## config.mk

```make
export PLATFORM = sky130hd
export DESIGN_NAME = coh_line_ctrl
export DESIGN_NICKNAME = d
export VERILOG_FILES = /design/src/rtl/coh_pkg.sv /design/src/rtl/coh_line_cell.sv /design/src/rtl/coh_seq.sv /design/src/rtl/coh_line_ctrl.sv
export SDC_FILE = /design/constraint.sdc
export NUM_CORES = 1
export LEC_CHECK = 0
export ABC_AREA = 0
export BUFFER_PORTS_ARGS = -buffer_cell sky130_fd_sc_hd__buf_2
export CORE_UTILIZATION = 64
export CTS_BUF_LIST = sky130_fd_sc_hd__clkbuf_16
export DETAILED_ROUTE_END_ITERATION = 8
export HOLD_SLACK_MARGIN = 0.06
export PLACE_DENSITY = 0.85
export SYNTH_ARGS = -nofsm -noshare
export SYNTH_HDL_FRONTEND = slang
export SYNTH_SLANG_ARGS = --single-unit
```

## constraint.sdc

```tcl
create_clock -name clk -period 6.44 [get_ports clk]
set_input_delay 0 -clock clk [delete_from_list [all_inputs] [get_ports clk]]
set_output_delay 0 -clock clk [all_outputs]
set_load 0.01 [all_outputs]
```

## src/rtl/coh_pkg.sv

```systemverilog
// Shared types of the coherency state controller.
// Assumes: line state encoding is visible at the top ports, so it is fixed.
package coh_pkg;

    typedef enum logic [1:0] {
        LS_INV = 2'b00,
        LS_SHR = 2'b01,
        LS_EXC = 2'b10,
        LS_MOD = 2'b11
    } line_st_t;

    typedef enum logic [1:0] {
        BOP_NONE = 2'b00,
        BOP_RD   = 2'b01,
        BOP_WR   = 2'b10
    } bus_op_t;

    typedef enum logic [2:0] {
        LU_NONE,
        LU_TO_MOD,
        LU_FILL_SHR,
        LU_FILL_EXC,
        LU_UPGRADE,
        LU_CLEAN,
        LU_INVAL
    } line_upd_t;

    typedef enum logic [1:0] {
        PH_IDLE,
        PH_WAIT,
        PH_WALK
    } ctl_phase_t;

endpackage

```

## src/rtl/coh_line_cell.sv

```systemverilog
// One cache line's coherency state register.
// Applies the sequencer's update first, then the snoop on top of that result.
// Assumes: the sequencer never issues a local write update to the line a snoop targets.
module coh_line_cell
    import coh_pkg::*;
(
    input  logic      clk,
    input  logic      rst_n,
    input  line_upd_t upd,
    input  logic      snp_sel,
    input  logic      snp_write,
    input  logic      snp_en,
    output line_st_t  st_q
);

    line_st_t mid_st;
    line_st_t nxt_st;

    // Purpose: state after the local, acknowledge or walk update.
    always_comb begin
        mid_st = st_q;
        case (upd)
            LU_TO_MOD:   mid_st = LS_MOD;
            LU_FILL_SHR: mid_st = LS_SHR;
            LU_FILL_EXC: mid_st = LS_EXC;
            LU_UPGRADE:  if (st_q == LS_SHR) mid_st = LS_EXC;
            LU_CLEAN:    if (st_q == LS_MOD) mid_st = LS_EXC;
            LU_INVAL:    mid_st = LS_INV;
            default:     mid_st = st_q;
        endcase
    end

    // Purpose: snoop reaction applied to the updated state.
    always_comb begin
        nxt_st = mid_st;
        if (snp_sel && snp_en && (mid_st != LS_INV)) begin
            if (snp_write)
                nxt_st = LS_INV;
            else
                nxt_st = LS_SHR;
        end
    end

    // Purpose: state register.
    always_ff @(posedge clk) begin
        if (!rst_n)
            st_q <= LS_INV;
        else
            st_q <= nxt_st;
    end

endmodule

```

## src/rtl/coh_seq.sv

```systemverilog
// Control sequencer: accepts local accesses and commands, waits for bus
// acknowledges, and walks the lines for the write-back-and-discard command.
// Assumes: one bus transaction outstanding at a time; LINES is a power of two.
module coh_seq
    import coh_pkg::*;
#(
    parameter int LINES = 8,
    localparam int IDX_W = $clog2(LINES)
) (
    input  logic             clk,
    input  logic             rst_n,
    input  logic             lcl_valid,
    input  logic             lcl_write,
    input  logic [IDX_W-1:0] lcl_idx,
    input  line_st_t         lcl_cur,
    input  logic             snp_conflict,
    input  logic             cmd_inv_all,
    input  logic             cmd_flush_all,
    input  logic             bus_ack,
    input  logic             bus_shared,
    input  logic             fill_en,
    input  logic             wthru_en,
    input  line_st_t         walk_cur,
    input  logic             snp_wb_take,
    output logic             idle,
    output logic             lcl_ready,
    output logic             bus_req,
    output bus_op_t          bus_op,
    output logic [IDX_W-1:0] bus_idx,
    output logic [IDX_W-1:0] upd_idx,
    output line_upd_t        upd_kind,
    output logic             all_inv,
    output logic             walk_wb,
    output logic [IDX_W-1:0] walk_ptr
);

    localparam logic [IDX_W-1:0] LAST_IDX = IDX_W'(LINES - 1);

    ctl_phase_t       phase_q, phase_n;
    bus_op_t          pend_op_q, pend_op_n;
    logic [IDX_W-1:0] pend_idx_q, pend_idx_n;
    logic [IDX_W-1:0] ptr_q, ptr_n;
    logic             accept;

    assign idle      = (phase_q == PH_IDLE);
    assign lcl_ready = idle && !cmd_inv_all && !cmd_flush_all && !snp_conflict;
    assign accept    = lcl_valid && lcl_ready;
    assign bus_req   = (phase_q == PH_WAIT);
    assign bus_op    = bus_req ? pend_op_q : BOP_NONE;
    assign bus_idx   = pend_idx_q;
    assign walk_ptr  = ptr_q;

    // Purpose: next phase and the line update for this cycle.
    always_comb begin
        phase_n    = phase_q;
        pend_op_n  = pend_op_q;
        pend_idx_n = pend_idx_q;
        ptr_n      = ptr_q;
        upd_idx    = lcl_idx;
        upd_kind   = LU_NONE;
        all_inv    = 1'b0;
        walk_wb    = 1'b0;
        case (phase_q)
            PH_IDLE: begin
                if (cmd_inv_all) begin
                    all_inv = 1'b1;
                end else if (cmd_flush_all) begin
                    phase_n = PH_WALK;
                    ptr_n   = '0;
                end else if (accept) begin
                    if (lcl_write) begin
                        if (lcl_cur == LS_EXC) begin
                            upd_kind = LU_TO_MOD;
                        end else if ((lcl_cur != LS_MOD) && wthru_en) begin
                            phase_n    = PH_WAIT;
                            pend_op_n  = BOP_WR;
                            pend_idx_n = lcl_idx;
                        end
                    end else if (lcl_cur == LS_INV) begin
                        phase_n    = PH_WAIT;
                        pend_op_n  = BOP_RD;
                        pend_idx_n = lcl_idx;
                    end
                end
            end
            PH_WAIT: begin
                if (bus_ack) begin
                    upd_idx = pend_idx_q;
                    phase_n = PH_IDLE;
                    if (pend_op_q == BOP_RD) begin
                        if (fill_en)
                            upd_kind = bus_shared ? LU_FILL_SHR : LU_FILL_EXC;
                    end else begin
                        upd_kind = LU_UPGRADE;
                    end
                end
            end
            PH_WALK: begin
                if (!snp_wb_take) begin
                    upd_idx = ptr_q;
                    if (walk_cur == LS_MOD) begin
                        walk_wb  = 1'b1;
                        upd_kind = LU_CLEAN;
                    end
                    if (ptr_q == LAST_IDX) begin
                        all_inv = 1'b1;
                        phase_n = PH_IDLE;
                    end else begin
                        ptr_n = ptr_q + 1'b1;
                    end
                end
            end
            default: phase_n = PH_IDLE;
        endcase
    end

    // Purpose: sequencer registers.
    always_ff @(posedge clk) begin
        if (!rst_n) begin
            phase_q    <= PH_IDLE;
            pend_op_q  <= BOP_NONE;
            pend_idx_q <= '0;
            ptr_q      <= '0;
        end else begin
            phase_q    <= phase_n;
            pend_op_q  <= pend_op_n;
            pend_idx_q <= pend_idx_n;
            ptr_q      <= ptr_n;
        end
    end

endmodule

```

## src/rtl/coh_line_ctrl.sv

```systemverilog
// Top: coherency state for LINES cache lines, local and snoop ports,
// operating modes and the two whole-cache commands.
// Assumes: snoop tag comparison is done outside; snp_valid means a held tag hit.
module coh_line_ctrl
    import coh_pkg::*;
#(
    parameter int LINES = 8,
    localparam int IDX_W = $clog2(LINES)
) (
    input  logic             clk,
    input  logic             rst_n,
    input  logic             cfg_fill_off,
    input  logic             cfg_wthru_off,
    input  logic             lcl_valid,
    input  logic             lcl_write,
    input  logic [IDX_W-1:0] lcl_idx,
    output logic             lcl_ready,
    output logic [1:0]       lcl_state,
    input  logic             snp_valid,
    input  logic             snp_write,
    input  logic [IDX_W-1:0] snp_idx,
    input  logic             bus_shared,
    output logic             bus_req,
    output logic [1:0]       bus_op,
    output logic [IDX_W-1:0] bus_idx,
    input  logic             bus_ack,
    input  logic             cmd_inv_all,
    input  logic             cmd_flush_all,
    output logic             wb_valid,
    output logic [IDX_W-1:0] wb_idx,
    output logic             ctl_idle
);

    line_st_t         st [LINES];
    logic             fill_en, wthru_en, snoop_en;
    logic             snp_conflict, snp_wb_take;
    logic [IDX_W-1:0] upd_idx, walk_ptr;
    line_upd_t        upd_kind;
    logic             all_inv, walk_wb;
    bus_op_t          seq_op;

    // Mode decode: write-through off freezes everything; fill off only blocks fills.
    assign wthru_en = !cfg_wthru_off;
    assign snoop_en = !cfg_wthru_off;
    assign fill_en  = !cfg_fill_off && !cfg_wthru_off;

    assign snp_conflict = snp_valid && (snp_idx == lcl_idx);
    assign snp_wb_take  = snp_valid && !snp_write && snoop_en && (st[snp_idx] == LS_MOD);
    assign lcl_state    = st[lcl_idx];
    assign wb_valid     = snp_wb_take || walk_wb;
    assign wb_idx       = snp_wb_take ? snp_idx : walk_ptr;
    assign bus_op       = seq_op;

    coh_seq #(.LINES(LINES)) u_seq (
        .clk           (clk),
        .rst_n         (rst_n),
        .lcl_valid     (lcl_valid),
        .lcl_write     (lcl_write),
        .lcl_idx       (lcl_idx),
        .lcl_cur       (st[lcl_idx]),
        .snp_conflict  (snp_conflict),
        .cmd_inv_all   (cmd_inv_all),
        .cmd_flush_all (cmd_flush_all),
        .bus_ack       (bus_ack),
        .bus_shared    (bus_shared),
        .fill_en       (fill_en),
        .wthru_en      (wthru_en),
        .walk_cur      (st[walk_ptr]),
        .snp_wb_take   (snp_wb_take),
        .idle          (ctl_idle),
        .lcl_ready     (lcl_ready),
        .bus_req       (bus_req),
        .bus_op        (seq_op),
        .bus_idx       (bus_idx),
        .upd_idx       (upd_idx),
        .upd_kind      (upd_kind),
        .all_inv       (all_inv),
        .walk_wb       (walk_wb),
        .walk_ptr      (walk_ptr)
    );

    // One state cell per line; the update is steered by index.
    for (genvar i = 0; i < LINES; i++) begin : g_line
        line_upd_t cell_upd;
        assign cell_upd = all_inv ? LU_INVAL
                        : ((upd_idx == IDX_W'(i)) ? upd_kind : LU_NONE);
        coh_line_cell u_cell (
            .clk       (clk),
            .rst_n     (rst_n),
            .upd       (cell_upd),
            .snp_sel   (snp_valid && (snp_idx == IDX_W'(i))),
            .snp_write (snp_write),
            .snp_en    (snoop_en),
            .st_q      (st[i])
        );
    end

endmodule

```

## Word-level counts from Yosys, hierarchy flattened

Cells that the tools add are included.

- Register bits: 26
- Input port bits: 18

- Add/subtract/negate cells: 1
- $lt $le $gt $ge: 3
- Equality and inequality tests: 99
- Mux-type cells: 105
- Bitwise gates (word level): 5
- Reductions and logical operators: 58

Operators by type and width:

| operator | number |
|---|---|
| two-way mux 3 bit | 36 |
| == test 3 bit, second input constant | 33 |
| one-hot mux 2 bit (6 select lines) | 8 |
| two-way mux 2 bit | 44 |
| == test 3 x 2 -> 1 bit, second input constant | 20 |
| logical AND 1 bit | 34 |
| == test 3 x 1 -> 1 bit, second input constant | 10 |
| == test 2 bit, second input constant | 12 |
| == test 2 x 1 -> 1 bit, second input constant | 10 |
| nonzero test 2 bit | 10 |
| binary-select mux 2 bit (select 3 bit) | 3 |
| inequality test 2 bit, second input constant | 7 |
| >= comparator 4 bit, second input constant | 3 |
| inequality test 4 bit, second input constant | 3 |
| NOT 3 -> 4 bit | 3 |
| one-hot mux 3 bit (2 select lines) | 2 |
| two-way mux 1 bit | 9 |
| one-hot mux 3 bit (3 select lines) | 1 |
| AND reduction 8 bit | 1 |
| AND reduction 7 bit | 1 |
| logical NOT 1 bit | 6 |
| logical NOT 3 bit | 2 |
| one-hot mux 2 bit (3 select lines) | 1 |
| AND reduction 5 bit | 1 |
| other kinds (8) | 11 |

## Longest topological paths before layout

- Depth after elaboration: 18
- Gate-level depth with buffers: 12

## Modules after synthesis

Synthesis repeated with hierarchy kept, for this count alone.

- Cells, all modules: 331
- Area total of the unflattened synthesis: 2,849.0 um^2

Modules (own cells, without submodules):

| module | times used | cells an instance | area each (um^2) | sequential area each (um^2) |
|---|---|---|---|---|
| coh_line_cell | 8 | 18 | 158.9 | 40.0 |
| coh_seq | 1 | 91 | 804.5 | 200.2 |
| coh_line_ctrl | 1 | 96 | 773.2 | 0.0 |

## Worst setup path after synthesis

OpenSTA, ideal clock, no wires.

- Path type: register to register
- Start: register u_seq.phase_q[0]
- End: register g_line[5].u_cell.st_q[0]
- Library setup time: 0.074 ns
- Arrival time: 3.005 ns
- Required time: 6.366 ns
- Slack: 3.361 ns
- Stages on the path, launching flop included: 12
- Buffers on the path: 0
- Cells stage by stage: dfxtp_1 > inv_1 > ha_1 > or3b_1 > a41oi_1 > and3_1 > nand3_1 > a211oi_4 > nand4b_1 > o22ai_1 > or4_1 > a31oi_1

- Cells in the longest elaborated chain, start to end: 16

RTL lines:

| what | RTL line | source |
|---|---|---|
| start, declared | coh_seq.sv:39 | `ctl_phase_t phase_q, phase_n;` |
| start signal, assigned | coh_seq.sv:125 | `phase_q <= phase_n;` |
| logical NOT 2 bit (*) | coh_seq.sv:45 | `assign idle = (phase_q == PH_IDLE);` |
| net ctl_idle | coh_line_ctrl.sv:31 | `output logic ctl_idle` |
| logical AND 1 bit (*) (3 in a row) | coh_seq.sv:46 | `assign lcl_ready = idle && !cmd_inv_all && !cmd_flush_all && !snp_conflict;` |
| net lcl_ready | coh_line_ctrl.sv:17 | `output logic lcl_ready,` |
| logical AND 1 bit (*) | coh_seq.sv:47 | `assign accept = lcl_valid && lcl_ready;` |
| two-way mux 3 bit (*) | coh_seq.sv:70 | `end else if (accept) begin` |
| two-way mux 3 bit (*) | coh_seq.sv:67 | `end else if (cmd_flush_all) begin` |
| two-way mux 3 bit (*) | coh_seq.sv:65 | `if (cmd_inv_all) begin` |
| one-hot mux 3 bit (3 select lines) (*) | coh_seq.sv:63 | `case (phase_q)` |
| two-way mux 3 bit (*) | coh_line_ctrl.sv:86 | `: ((upd_idx == IDX_W'(i)) ? upd_kind : LU_NONE);` |
| two-way mux 3 bit (*) | coh_line_ctrl.sv:85 | `assign cell_upd = all_inv ? LU_INVAL` |
| == test 3 bit, or another cell as far along | coh_line_cell.sv:22 | `case (upd)` |
| one-hot mux 2 bit (6 select lines) (*) | coh_line_cell.sv:22 |  |
| nonzero test 2 bit | coh_line_cell.sv:36 | `if (snp_sel && snp_en && (mid_st != LS_INV)) begin` |
| logical AND 1 bit | coh_line_cell.sv:36 |  |
| two-way mux 2 bit (*) | coh_line_cell.sv:36 |  |
| end signal, assigned | coh_line_cell.sv:49 | `st_q <= nxt_st;` |
| end, declared | coh_line_cell.sv:13 | `output line_st_t st_q` |

The timed path passes the listed nets; every way through them passes the cells marked *.
A chain may end at the register's enable or synchronous reset.

## Worst setup path in the final report

- Start: register u_seq.phase_q[1]
- End: register g_line[5].u_cell.st_q[0]

- Cells in the longest elaborated chain, start to end: 16

RTL lines:

| what | RTL line |
|---|---|
| logical NOT 2 bit | coh_seq.sv:45, coh_seq.sv:63 |
| logical AND 1 bit (3 in a row) | coh_seq.sv:46 |
| logical AND 1 bit | coh_seq.sv:47 |
| two-way mux 3 bit | coh_seq.sv:70 |
| two-way mux 3 bit | coh_seq.sv:67 |
| two-way mux 3 bit | coh_seq.sv:65 |
| one-hot mux 3 bit (3 select lines) | coh_seq.sv:63 |
| two-way mux 3 bit | coh_line_ctrl.sv:86 |
| two-way mux 3 bit (*) | coh_line_ctrl.sv:85 |
| == test 3 bit, or another cell as far along | coh_line_cell.sv:22 |
| one-hot mux 2 bit (6 select lines) (*) | coh_line_cell.sv:22 |
| nonzero test 2 bit | coh_line_cell.sv:36 |
| logical AND 1 bit | coh_line_cell.sv:36 |
| two-way mux 2 bit (*) | coh_line_cell.sv:36 |

Every way passes the cells marked *; elsewhere a longest branch is shown, timed or not.

==> summary.txt <==
status: finished, final reports clean
H-tree depth: 1
post-synthesis average cell area: 7.555 um2
combinational power share: 33.0%
CP peak stage delay: 0.66 ns
layout cells sized above 1: 15.17%
Synth Net Count: 394
Area Overhead vs Synth: 9.042%
via count: 3286
Pins Over Slew Limit: 0
Internal: 345.3 uW
critical path fanouts, max: 10
Synth area leaders: dfxtp_1 (19%), nand2_1 (7.0%), mux4_2 (5.6%), nor2_1 (4.7%), mux2i_1 (4.7%)
RSZ-0062 raised after global routing: false
crit start category: flip-flop
Post-Route WL: 9774 um
Clk Latency, worst-skew pair: 0.27 ns
num rows: 23
vias in the first global route: 2948
Tcrit/Tclk final: 58.85%
CTS Root Buffer Type: clkbuf_16
Post-synth top cells: nand2_1 (52), nor2_1 (35), dfxtp_1 (26), nand3_1 (19), a21oi_1 (18)
number of diodes: 0
Max Clk Rate: 263.8 MHz
Vias/cell: 7.485
clk slew on worst S/H paths: 0.07 ns
final RePlAce weighted congestion: 1.060
Die Height: 68.09 um
VDD IR max: 0.1291 mV
Nets: 414
grt ovf: 0
Starting Density: 68.40%
first-pass GRT wire length: 14850 um
Sw Pwr: 183.4 uW
DRT iter0 DRCs: 459
flop and latch count out of synthesis: 26
Ys Warns: 0
cell taking the most area after synthesis: dfxtp_1
CTS Buf Count: 3
clk buf depth: 2
initial antenna violation count: 0
cell with the most instances after synthesis: nand2_1
GRT Util Overall: 44.57%
Gate Count Post-Synth: 370
CP max stage cell: a211oi_4
die width: 68.09 um
CTS sink count: 26
switch share: 34.69%
Setup TNS Final: 0 ns
Clk network pwr share: 35.0%
post-route DRC violation count: 0
number of flops mapped to enable cells by yosys: 0
synth unique cells: 71
CTS tree: done
pwr dens: 173.5 nW/um2
post-synthesis sequential area ratio: 18.62%
Setup Fix Bufs, Post-CTS: 0
Flop pwr share: 32.0%
final std cells w/o fill: 439
ys async rst share: 0%
Pleak: 1.108 nW
placed cell count: 434
Arrival @ worst endpoint: 3.98 ns
clock skew: 0.003820 ns
PortBufs: 31
Crit Path Class: reg -> reg
share of the synthesized area in the top cell type: 18.62%
Worst Path Required: 6.63 ns
critical path cell sequence: inv_1 > ha_1 > or3b_1 > a41oi_1 > and3_1 > nand3_1 > a211oi_4 > nand4b_1 > o22ai_1 > or4_1 > a31oi_1
final hold violation count: 0
WL/cell: 22.26 um
total of max-cap violations: 0
endpoint type of the worst setup path: flip-flop
Hold WC Path Type: in -> reg
Relative slew margins: 44.89%
HPWL after DPL: 7222 um
largest net degree at the start of global routing: 27
IO Count: 32
Core Box Area: 4086 um2
Synth Flop Type: dfxtp_1
DIE AREA: 4636 um2
crit path time final: 3.790 ns
Final Setup Violations: 0
post-synthesis cell area: 2795 um2
Pre-antenna DRT Iters: 7
remaining antenna violation count: 0
Worst Tran Pin Value: 0.8180 ns
[worst max-delay path: cells and delay by family, from the launching register on]
family	cells	cell delay (ns)
buffers and inverters	1	0.11
DFF	1	0.33
adders and majority gates	1	0.30
and+or+nand+nor	5	1.63
AOI/OAI and AO/OA	4	1.34
[logic make-up (layout without fill, tap and decap cells)]
kind of cell    after synthesis  count (layout)  share of synthesized area, %
flops                        26              26                         18.62
fa+ha+maj                     6               6                         2.686
buf+inv                      30              49                         4.611
compound gates              107             107                         28.78
simple gates                172             172                         31.20
mux                          25              25                         12.85
xor+xnor                      4               4                         1.253
[power by group through the flow]
stage / Combinational (mW) / Sequential [mW] / Clock [mW]
detailed placement: 0.164 / 0.173 / 0
CTS: 0.166 / 0.169 / 0.183
global route: 0.186 / 0.170 / 0.191
finish: 0.174 / 0.169 / 0.185
global placement: 0.161 / 0.173 / 0
floorplan: 0.120 / 0.172 / 0
[final cells by class]
cell class | count | area (um2)
sequential | 26 | 520.5
clock buffer | 3 | 75.07
multi-input combinational | 314 | 2146
inverter | 13 | 48.80
fill | 307 | 1039
timing repair buffer | 32 | 165.2
tap | 50 | 62.56
clock inverter | 1 | 30.03
[worst paths after layout]
path                                               startpoint                             endpoint  slack, ns  cells after the start
worst min-delay path                                snp_write  g_line[7].u_cell.st_q[0]$_SDFF_PN0_       0.17                      2
worst min register to register  u_seq.bus_idx[2]$_SDFFE_PN0P_        u_seq.bus_idx[2]$_SDFFE_PN0P_       0.55                      2
worst max-delay path            u_seq.phase_q[1]$_SDFFE_PN0P_  g_line[5].u_cell.st_q[0]$_SDFF_PN0_       2.65                     11
worst max register to register  u_seq.phase_q[1]$_SDFFE_PN0P_  g_line[5].u_cell.st_q[0]$_SDFF_PN0_       2.65                     11
[stage by stage]
step	area [um2]	worst slack, ns	total power [mW]	hold slack, ns	util, %
finish	3048	2.650	0.5287	0.1692	74.59
global route	3048	2.492	0.5466	0.1404	74.59
CTS	3048	2.840	0.5181	0.1220	74.59
detailed placement	2933	2.880	0.3372	0.2359	71.77
global placement	2933	2.888	0.3335	0.2185	71.77
floorplan	2795	3.361	0.2927	0.09051	-
[sequential cells by signal, indices dropped and copies added (netlist names)]
register / cells
u_seq.pend_op_q: 2
u_seq.walk_ptr: 3
u_seq.bus_idx: 3
g_line.u_cell.st_q: 16
u_seq.phase_q: 2
[placed cells by master, fill, tap and decap left out, types with 3 or more instances in the layout]
| master | instances |
|---|---|
| nand4_1 | 6 |
| nor2b_1 | 5 |
| ha_1 | 6 |
| o211a_1 | 3 |
| a32oi_1 | 5 |
| a41oi_1 | 4 |
| nand3_1 | 19 |
| and2_1 | 8 |
| a21boi_0 | 3 |
| a31oi_1 | 8 |
| clkbuf_16 | 3 |
| o211ai_1 | 6 |
| nor3_1 | 8 |
| a221oi_1 | 3 |
| and3_1 | 7 |
| and3b_1 | 3 |
| o21ai_0 | 16 |
| mux4_2 | 7 |
| dfxtp_1 | 26 |
| buf_2 | 31 |
| nand2_1 | 52 |
| inv_1 | 13 |
| o22ai_1 | 4 |
| nand2b_1 | 9 |
| nor2_1 | 35 |
| xnor2_1 | 4 |
| mux2_2 | 4 |
| nor3b_1 | 4 |
| mux2i_1 | 13 |
| a21oi_1 | 18 |
[per-layer routing]
layer	share of wire [%]	track usage, %	vias to the layer above
li1	-	-	1446
met1	38	55.95	1470
met2	43	68.26	310
met3	15	15.33	60
met4	4.0	19.79	0
met5	0	0	-
[what timing repair did]
item,4_1_cts,5_1_grt
endpoints found under the hold margin,1,0
hold buffers,1,0
gates resized for setup,0,0
Power figures use the tool's default switching activity.
